===== src/rtl/byte_cfg_bank_pkg.sv =====
package byte_cfg_bank_pkg;
   localparam int LANE_W = 8;
   localparam int LANES  = 4;
   localparam int REG_W  = LANE_W * LANES;

   typedef enum logic [1:0] {
      KIND_NONE = 2'd0,
      KIND_RW   = 2'd1,
      KIND_STS  = 2'd2,
      KIND_ERR  = 2'd3
   } reg_kind_e;

   // Power-on value of configuration word r in group g
   function automatic logic [REG_W-1:0] preset_word(input int g, input int r);
      return 32'hC0DE_0000 | REG_W'(g << 8) | REG_W'(r);
   endfunction
endpackage


===== src/rtl/byte_cfg_bank_decode.sv =====
module byte_cfg_bank_decode
   import byte_cfg_bank_pkg::*;
#(
   parameter int GRP_W = 3,
   parameter int IDX_W = 3,
   parameter int NGRP  = 6,
   parameter int NRW   = 4
) (
   input  logic [GRP_W+IDX_W-1:0] sel,
   output logic [GRP_W-1:0]       grp,
   output logic [IDX_W-1:0]       idx,
   output reg_kind_e              kind
);
   localparam logic [GRP_W:0]   GRP_LIM = (GRP_W+1)'(NGRP);
   localparam logic [IDX_W:0]   RW_LIM  = (IDX_W+1)'(NRW);
   localparam logic [IDX_W-1:0] STS_IDX = IDX_W'(NRW);
   localparam logic [IDX_W-1:0] ERR_IDX = IDX_W'(NRW + 1);

   assign grp = sel[GRP_W+IDX_W-1 -: GRP_W];
   assign idx = sel[IDX_W-1:0];

   always_comb begin
      kind = KIND_NONE;
      if ({1'b0, grp} < GRP_LIM) begin
         if ({1'b0, idx} < RW_LIM) kind = KIND_RW;
         else if (idx == STS_IDX)  kind = KIND_STS;
         else if (idx == ERR_IDX)  kind = KIND_ERR;
      end
   end
endmodule


===== src/rtl/byte_cfg_bank_seq.sv =====
module byte_cfg_bank_seq
   import byte_cfg_bank_pkg::*;
#(
   parameter int ADDR_W = 8
) (
   input  logic              clk,
   input  logic              rst_n,
   input  logic              acc_valid,
   input  logic              acc_wr,
   input  logic              acc_burst,
   input  logic [ADDR_W-1:0] acc_addr,
   input  logic [LANE_W-1:0] acc_wdata,
   output logic [1:0]        beat,
   output logic [ADDR_W-3:0] reg_sel,
   output logic [1:0]        lane,
   output logic              wr_go,
   output logic [REG_W-1:0]  wr_data,
   output logic [LANES-1:0]  wr_be,
   output logic              rd_go,
   output logic              rd_fresh
);
   localparam int ASM_W = REG_W - LANE_W;

   logic [1:0]        beat_q;
   logic [ADDR_W-3:0] base_q;
   logic [ASM_W-1:0]  asm_q;
   logic              in_burst;

   assign in_burst = acc_valid && acc_burst;
   assign beat     = beat_q;
   assign reg_sel  = (in_burst && beat_q != 2'd0) ? base_q : acc_addr[ADDR_W-1:2];
   assign lane     = acc_burst ? beat_q : acc_addr[1:0];

   assign wr_go    = acc_valid && acc_wr && (!acc_burst || beat_q == 2'd3);
   assign wr_data  = acc_burst ? {acc_wdata, asm_q} : {LANES{acc_wdata}};
   assign wr_be    = acc_burst ? {LANES{1'b1}} : LANES'(1) << lane;
   assign rd_go    = acc_valid && !acc_wr;
   assign rd_fresh = !acc_burst || beat_q == 2'd0;

   always_ff @(posedge clk or negedge rst_n) begin
      if (!rst_n) begin
         beat_q <= 2'd0;
         base_q <= '0;
         asm_q  <= '0;
      end else if (acc_valid) begin
         if (acc_burst) begin
            beat_q <= beat_q + 2'd1;
            if (beat_q == 2'd0) base_q <= acc_addr[ADDR_W-1:2];
            if (acc_wr && beat_q != 2'd3) asm_q[beat_q*LANE_W +: LANE_W] <= acc_wdata;
         end else begin
            beat_q <= 2'd0;
         end
      end
   end
endmodule


===== src/rtl/byte_cfg_bank_store.sv =====
module byte_cfg_bank_store
   import byte_cfg_bank_pkg::*;
#(
   parameter int GRP_W = 3,
   parameter int IDX_W = 3,
   parameter int NGRP  = 6,
   parameter int NRW   = 4
) (
   input  logic                      clk,
   input  logic                      rst_n,
   input  logic                      wr_go,
   input  logic [GRP_W-1:0]          grp,
   input  logic [IDX_W-1:0]          idx,
   input  reg_kind_e                 kind,
   input  logic [REG_W-1:0]          wr_data,
   input  logic [LANES-1:0]          wr_be,
   input  logic [NGRP*REG_W-1:0]     sts_i,
   input  logic [NGRP*REG_W-1:0]     err_evt_i,
   output logic [NGRP*NRW*REG_W-1:0] cfg_o,
   output logic [NGRP*REG_W-1:0]     err_q,
   output logic [REG_W-1:0]          rd_val
);
   logic [REG_W-1:0] mask;

   for (genvar l = 0; l < LANES; l++) begin : g_mask
      assign mask[l*LANE_W +: LANE_W] = {LANE_W{wr_be[l]}};
   end

   for (genvar g = 0; g < NGRP; g++) begin : g_grp
      logic             grp_hit;
      logic [REG_W-1:0] clr;
      logic [REG_W-1:0] err_r;

      assign grp_hit = wr_go && (grp == GRP_W'(g));
      assign clr     = (grp_hit && kind == KIND_ERR) ? (wr_data & mask) : '0;

      for (genvar r = 0; r < NRW; r++) begin : g_word
         logic [REG_W-1:0] word_r;
         always_ff @(posedge clk or negedge rst_n) begin
            if (!rst_n)
               word_r <= preset_word(g, r);
            else if (grp_hit && kind == KIND_RW && idx == IDX_W'(r))
               word_r <= (word_r & ~mask) | (wr_data & mask);
         end
         assign cfg_o[(g*NRW+r)*REG_W +: REG_W] = word_r;
      end

      // clear first, then the event: a same-cycle event keeps the bit set
      always_ff @(posedge clk or negedge rst_n) begin
         if (!rst_n) err_r <= '0;
         else        err_r <= (err_r & ~clr) | err_evt_i[g*REG_W +: REG_W];
      end
      assign err_q[g*REG_W +: REG_W] = err_r;
   end

   always_comb begin
      rd_val = '0;
      case (kind)
         KIND_RW:  rd_val = cfg_o[(int'(grp)*NRW + int'(idx))*REG_W +: REG_W];
         KIND_STS: rd_val = sts_i[int'(grp)*REG_W +: REG_W];
         KIND_ERR: rd_val = err_q[int'(grp)*REG_W +: REG_W];
         default:  rd_val = '0;
      endcase
   end
endmodule


===== src/rtl/byte_cfg_bank.sv =====
module byte_cfg_bank
   import byte_cfg_bank_pkg::*;
#(
   parameter  int GRP_W  = 3,
   parameter  int IDX_W  = 3,
   parameter  int NGRP   = 6,
   parameter  int NRW    = 4,
   localparam int ADDR_W = GRP_W + IDX_W + 2
) (
   input  logic                      clk,
   input  logic                      rst_n,
   input  logic                      acc_valid,
   input  logic                      acc_wr,
   input  logic                      acc_burst,
   input  logic [ADDR_W-1:0]         acc_addr,
   input  logic [LANE_W-1:0]         acc_wdata,
   output logic                      rd_valid,
   output logic [LANE_W-1:0]         rd_data,
   input  logic [NGRP*REG_W-1:0]     sts_i,
   input  logic [NGRP*REG_W-1:0]     err_evt_i,
   output logic [NGRP*NRW*REG_W-1:0] cfg_o
);
   if (NGRP < 1 || NGRP > (1 << GRP_W)) begin : g_bad_ngrp
      $error("NGRP does not fit the group field");
   end
   if (NRW < 1 || NRW + 2 > (1 << IDX_W)) begin : g_bad_nrw
      $error("NRW plus status and error words do not fit the index field");
   end

   logic [1:0]            beat;
   logic [ADDR_W-3:0]     reg_sel;
   logic [1:0]            lane;
   logic                  wr_go, rd_go, rd_fresh;
   logic [REG_W-1:0]      wr_data, rd_val, snap_q;
   logic [LANES-1:0]      wr_be;
   logic [GRP_W-1:0]      grp;
   logic [IDX_W-1:0]      idx;
   reg_kind_e             kind;
   logic [NGRP*REG_W-1:0] err_flat;

   byte_cfg_bank_seq #(.ADDR_W(ADDR_W)) u_seq (
      .clk(clk), .rst_n(rst_n), .acc_valid(acc_valid), .acc_wr(acc_wr),
      .acc_burst(acc_burst), .acc_addr(acc_addr), .acc_wdata(acc_wdata),
      .beat(beat), .reg_sel(reg_sel), .lane(lane), .wr_go(wr_go),
      .wr_data(wr_data), .wr_be(wr_be), .rd_go(rd_go), .rd_fresh(rd_fresh)
   );

   byte_cfg_bank_decode #(.GRP_W(GRP_W), .IDX_W(IDX_W), .NGRP(NGRP), .NRW(NRW)) u_dec (
      .sel(reg_sel), .grp(grp), .idx(idx), .kind(kind)
   );

   byte_cfg_bank_store #(.GRP_W(GRP_W), .IDX_W(IDX_W), .NGRP(NGRP), .NRW(NRW)) u_store (
      .clk(clk), .rst_n(rst_n), .wr_go(wr_go), .grp(grp), .idx(idx), .kind(kind),
      .wr_data(wr_data), .wr_be(wr_be), .sts_i(sts_i), .err_evt_i(err_evt_i),
      .cfg_o(cfg_o), .err_q(err_flat), .rd_val(rd_val)
   );

   always_ff @(posedge clk or negedge rst_n) begin
      if (!rst_n) begin
         rd_valid <= 1'b0;
         rd_data  <= '0;
         snap_q   <= '0;
      end else begin
         rd_valid <= rd_go;
         if (rd_go) begin
            rd_data <= rd_fresh ? rd_val[lane*LANE_W +: LANE_W]
                                : snap_q[lane*LANE_W +: LANE_W];
            if (rd_fresh && acc_burst) snap_q <= rd_val;
         end
      end
   end
endmodule


===== config.mk =====
export PLATFORM = sky130hd
export DESIGN_NAME = byte_cfg_bank
export DESIGN_NICKNAME = d
export VERILOG_FILES = /design/src/rtl/byte_cfg_bank_pkg.sv /design/src/rtl/byte_cfg_bank_decode.sv /design/src/rtl/byte_cfg_bank_seq.sv /design/src/rtl/byte_cfg_bank_store.sv /design/src/rtl/byte_cfg_bank.sv
export SDC_FILE = /design/constraint.sdc
export NUM_CORES = 2
export LEC_CHECK = 0
export BUFFER_PORTS_ARGS = -buffer_cell sky130_fd_sc_hd__buf_2
export CORE_AREA = 3 3 457 459
export DETAILED_ROUTE_END_ITERATION = 8
export DIE_AREA = 0 0 460 462
export GPL_ROUTABILITY_DRIVEN = 1
export PLACE_DENSITY = 0.46
export SYNTH_ARGS = -nofsm -noshare
export SYNTH_HDL_FRONTEND = slang
export SYNTH_SLANG_ARGS = --single-unit

===== constraint.sdc =====
create_clock -name clk -period 9.9 [get_ports clk]
set_input_delay 1.98 -clock clk [delete_from_list [all_inputs] [get_ports clk]]
set_output_delay 1.98 -clock clk [all_outputs]
set_load 0.005 [all_outputs]

* After elaboration in Yosys (flattened, before gate mapping)
Index checks and enable logic that the tools add are counted.
** Operators by class
- Add/subtract/negate cells :: 3
- Multipliers :: 0
- Div/mod/pow operators :: 0
- $lt $le $gt $ge :: 2
- Equality and inequality tests :: 15
- Shift operators :: 8
- Multiplexer cells :: 18
- Bitwise operators :: 68
- Reduce and logical (&&, ||, !) cells :: 60
** Operators with widths (number)
- $and 32x32->32 :: 31
- $or 32x32->32 :: 30
- $shiftx 768x32->32 :: 1
- $shiftx 192x9->32 :: 2
- $not 32->32 :: 7
- $mux 32 :: 6
- $pmux 32 s3 :: 1
- $shiftx 32x6->8 :: 2
- $logic_and 1x1->1 :: 49
- $neg 5->34 :: 1
- $shift 8x34->24 const A :: 1
- $shiftx 8x34->24 :: 1
- $bwmux 24 :: 1
- $mux 24 :: 1
- $eq 3x2->1 const B :: 4
- $eq 3x3->1 const B :: 4
- $mux 2 :: 6
- $mux 8 :: 1
- $add 5x3->6 :: 1
- $eq 2x2->1 const B :: 3
- $eq 3x1->1 const B :: 2
- $logic_not 3->1 :: 2
- $lt 3x3->1 const B :: 2
- $mux 6 :: 1
- other kinds (11) :: 14
** Word-level totals
- Flip-flop bits (word level) :: 1033
- Bits in latches :: 0
- Memory bits (writable) :: 0
- Bits in read-only memories :: 0
- Bits of input ports :: 405
- Output and inout port bits :: 777
- Logic and storage cells :: 210
- Memories :: 0

* Logic depth before layout (Yosys ltp)
- Word-level depth :: 14
- Gate-level depth with buffers :: 22
- Depth with buffers taken out :: 16

* Modules after synthesis
From an unflattened synthesis, not the netlist that was laid out.
** Unflattened totals
- Cell total of the unflattened synthesis :: 3704
- Area total of the unflattened synthesis :: 50184.4 um^2
** By module, submodules not included
- byte_cfg_bank_store :: times used 1, cells each 3330, area each 46061.7 um^2, sequential area each 24328.3 um^2
- byte_cfg_bank :: times used 1, cells each 161, area each 2070.7 um^2, sequential area each 1026.0 um^2
- byte_cfg_bank_seq :: times used 1, cells each 203, area each 1971.9 um^2, sequential area each 800.8 um^2
- byte_cfg_bank_decode :: times used 1, cells each 10, area each 80.1 um^2, sequential area each 0.0 um^2

* Worst setup path after synthesis
OpenSTA, ideal clock, no wires.
- Path kind :: input -> register
- Start :: input acc_burst
- End :: register rd_data[3]
- Library setup time :: 0.132 ns
- Arrival :: 5.342 ns
- Data required time :: 9.768 ns
- Path slack :: 4.426 ns
- Stages on the path :: 18
- Cell sequence :: nand3b_4 -> buf_6 -> buf_6 -> buf_2 -> mux2i_1 -> inv_1 -> ha_1 -> ha_1 -> clkbuf_1 -> nor2_1 -> o211ai_1 -> a22o_1 -> clkbuf_1 -> clkbuf_1 -> a31oi_1 -> a211oi_1 -> o221ai_1 -> or3b_1
** On the way
- Word-level cells in the longest chain between the ends :: 12
** RTL lines
- start: declaration :: line byte_cfg_bank.sv:14 : input logic acc_burst,
- branches (longest 11 deep; another with $add 5x3->6)
- $mux 8 (*) :: line byte_cfg_bank.sv:66 : rd_data <= rd_fresh ? rd_val[lane*LANE_W +: LANE_W]
- end signal: assignment :: line byte_cfg_bank.sv:66
- end: declaration :: line byte_cfg_bank.sv:18 : output logic [LANE_W-1:0] rd_data,
Every way passes the cells marked *.
A chain may end at the register's enable or synchronous reset.

* Worst setup path after layout
- Start :: input acc_valid
- End :: register rd_data[7]
** On the way
- Word-level cells in the longest chain between the ends :: 12
** RTL lines
- start: declaration :: line byte_cfg_bank.sv:12 : input logic acc_valid,
- branches (longest 12 deep; another with $add 5x3->6)
Several ways; the timed one is not identified.

==> results.sh <==
export IMPL_routabilityCongestion=0.923
export IMPL_synth_compound_area_frac=0.178
export IMPL_fmax_mhz=152
export IMPL_seq_area_frac_synth=0.535
export IMPL_num_rows=166
export IMPL_crit_arrival_ns=7.26
export IMPL_vias=47900
export IMPL_max_slew_worst_pin_slew_ns=1.53
export IMPL_drtPass1Iterations=6
export IMPL_startpoint_type="input pin"
export IMPL_area_growth_pct=28.3
export IMPL_skew_ns=0.0424
export IMPL_viasPerCell=5.36
export IMPL_setup_viol=0
export IMPL_hp_class="reg -> reg"
export IMPL_muxShareOfSynthArea=0.0907
export IMPL_fp_dieH_um=462
export IMPL_worstPathMaxFanout=43
export IMPL_synth_nets=5424
export IMPL_finalSetupTns_ns=0
export IMPL_ys_warn_count=0
export IMPL_violations="capacitance limit, slew limit"
export IMPL_yosysUniqueCellTypes=82
export IMPL_core_sq_um=205000
export IMPL_routed_wl_um=328000
export IMPL_grt_overflow=0
export IMPL_ant_nets=0
export IMPL_grt_start_max_net_pins=163
export IMPL_outcome="finished, violations left"
export IMPL_vdd_drop_max_uv=212
export IMPL_intPower_mw=8.22
export IMPL_die_w_um=460
export IMPL_clk_pin_slew_ns=0.06
export IMPL_rsz0062_at_grt="no"
export IMPL_p_comb_frac=0.190
export IMPL_timing_hold_ws_ns=0.481
export IMPL_io_pins=1182
export IMPL_synth_simple_area_share=0.157
export IMPL_avgSynthCellArea_sq_um=9.76
export IMPL_cts_tree="done"
export IMPL_post_cts_buffers=0
export IMPL_synth_xor_area_share=0.000358
export IMPL_seqPwrFrac=0.393
export IMPL_syn_inst=5012
export IMPL_hold_buffers=0
export IMPL_clockBufferDepth=3
export IMPL_report_final_slew_viol_count=3
export IMPL_drive_gt1_frac=0.346
export IMPL_min_period_over_period=0.664
export IMPL_cts_sinks=1033
export IMPL_ys_flop_type="dfrtp_1"
export IMPL_hold_violations=0
export IMPL_async_reset_ff_frac=1.00
export IMPL_drt_initial_drc_count=5159
export IMPL_nets=6495
export IMPL_cts_root_buffer="clkbuf_16"
export IMPL_grt_pass1_vias=45800
export IMPL_synth_edf_count=0
export IMPL_critPathCaptureType="flip-flop"
export IMPL_antenna_found_initial=91
export IMPL_synth_fa_ha_area_frac=0.00179
export IMPL_track_usage=0.297
export IMPL_numCtsBuffers=134
export IMPL_synth_top_family_by_area="compound AO/OA/AOI/OAI gates"
export IMPL_p_clk_frac=0.418
export IMPL_p_leak_nw=28.0
export IMPL_initial_core_util=0.239
export IMPL_dp_hpwl_um=249000
export IMPL_cellPowerDensity_nw_per_um2=196
export IMPL_final_cells=8930
export IMPL_p_sw_mw=4.09
export IMPL_dp_cells=8635
export IMPL_htree_levels=4
export IMPL_ys_seq_elements=1033
export IMPL_relSlewSlack=-0.0303
export IMPL_wl_per_cell_um=36.7
export IMPL_maxCapViolCount=1
export IMPL_period_minus_slack_ns=6.58
export IMPL_die_area_sq_um=213000
export IMPL_crit_type="in -> reg"
export IMPL_cts_resized=0
export IMPL_switching_share=0.332
export IMPL_syn_area_sq_um=48900
export IMPL_insertion_delay_ns=0.81
export IMPL_grt_pass1_wl_um=430000
export IMPL_portBuffers=1181
export IMPL_worstPathRequired_ns=10.58
export IMPL_drc=0
power groups by stage:
stage                     Clock [mW]  Sequential (mW)  Combinational (mW)
final                           5.14             4.83                2.33
after global routing            5.39             4.85                2.46
after CTS                       5.22             4.82                2.34
after detailed placement           0             4.89                2.33
after global placement             0             4.89                2.33
after floorplan                    0             4.79               0.979
routing by layer:
metal / up-vias / global-route usage / part of all wire
met5: - / 0 / 0.00056
met4: 28 / 0.133 / 0.049
met3: 574 / 0.0863 / 0.090
met2: 2690 / 0.477 / 0.46
met1: 24600 / 0.370 / 0.40
li1: 20000 / - / -
logic make-up after synthesis:
family,after synthesis
adder cells (fa/ha/maj),7
multiplexers,378
buffers and inverters,395
AND/OR/NAND/NOR,1724
flip-flops,1033
XOR/XNOR,2
AO/OA/AOI/OAI,1473
cell usage in the layout, fill, tap and decap left out, drive strengths merged, types with 24 or more instances in the layout:
| cell | netlist | final |
|---|---|---|
| clkinv | 1 | 30 |
| mux2 | 213 | 213 |
| nand2 | 790 | 790 |
| mux4 | 29 | 29 |
| mux2i | 136 | 136 |
| o22ai | 72 | 72 |
| inv | 23 | 24 |
| clkbuf | 178 | 199 |
| buf | 193 | 1306 |
| nand2b | 206 | 206 |
| diode | 0 | 50 |
| a31oi | 115 | 115 |
| nor3 | 40 | 40 |
| o21ai | 503 | 503 |
| dfstp | 244 | 244 |
| dfrtp | 789 | 789 |
| nor2 | 516 | 516 |
| o221ai | 147 | 147 |
| a21oi | 481 | 481 |
| nand3 | 72 | 72 |
Yosys cell counts, types with 28 or more instances:
master,n,area share
mux2_2,211,0.049
dfstp_2,244,0.13
dfrtp_1,789,0.40
mux2i_1,132,0.027
buf_4,40,0.0061
a21oi_1,480,0.049
nor3_1,35,0.0036
nor2_1,477,0.037
o221ai_1,147,0.026
o22ai_1,72,0.0092
nand3_1,72,0.0074
a31oi_1,115,0.015
mux4_2,29,0.013
buf_1,28,0.0021
o21ai_0,480,0.049
nand2b_1,206,0.026
buf_2,117,0.012
nand2_1,786,0.060
clkbuf_1,178,0.014
worst max-delay path: stages:
cell      delay [ns]
buf_2           0.22
nand3b_4        0.62
mux2i_2         0.52
inv_2           0.30
ha_4            0.67
clkinv_2        0.22
buf_4           0.34
o221ai_1        0.28
a21oi_1         0.10
nor4_1          0.80
a211oi_1        0.25
nor4_1          0.44
a22o_1          0.22
a31oi_1         0.08
layout make-up:
cell class,count,area (sq um)
antenna,50,125
clock buffer,199,3870
clock inverter,46,727
fill,21600,142000
inverter,24,91.3
multi-input combinational,3584,21400
sequential,1033,26200
tap,2688,3360
timing repair buffer,1306,7020
per-stage QoR:
stage	setup slack [ns]	utilization	cell area [sq um]	power [mW]
floorplan	4.43	-	48900	5.77
global placement	2.50	0.283	58000	7.21
detailed placement	2.45	0.283	58000	7.22
CTS	3.31	0.306	62600	12.4
global route	3.05	0.306	62700	12.7
finish	3.32	0.306	62700	12.3
final timing paths:
kind,startpoint,endpoint,slack (ns),cells past startpoint
hold / removal,flip-flop,flip-flop,0.48,2
setup reg to reg,u_seq.beat[0],rd_data[7],3.55,15
max in group asynchronous,rst_n,async pin,6.49,3
setup / recovery,acc_valid,rd_data[7],3.32,14
hold reg to reg,flip-flop,flip-flop,0.48,2
min in group asynchronous,rst_n,u_store.g_grp[4].err_r[27],1.13,1
(Power assumes the default switching activity.)
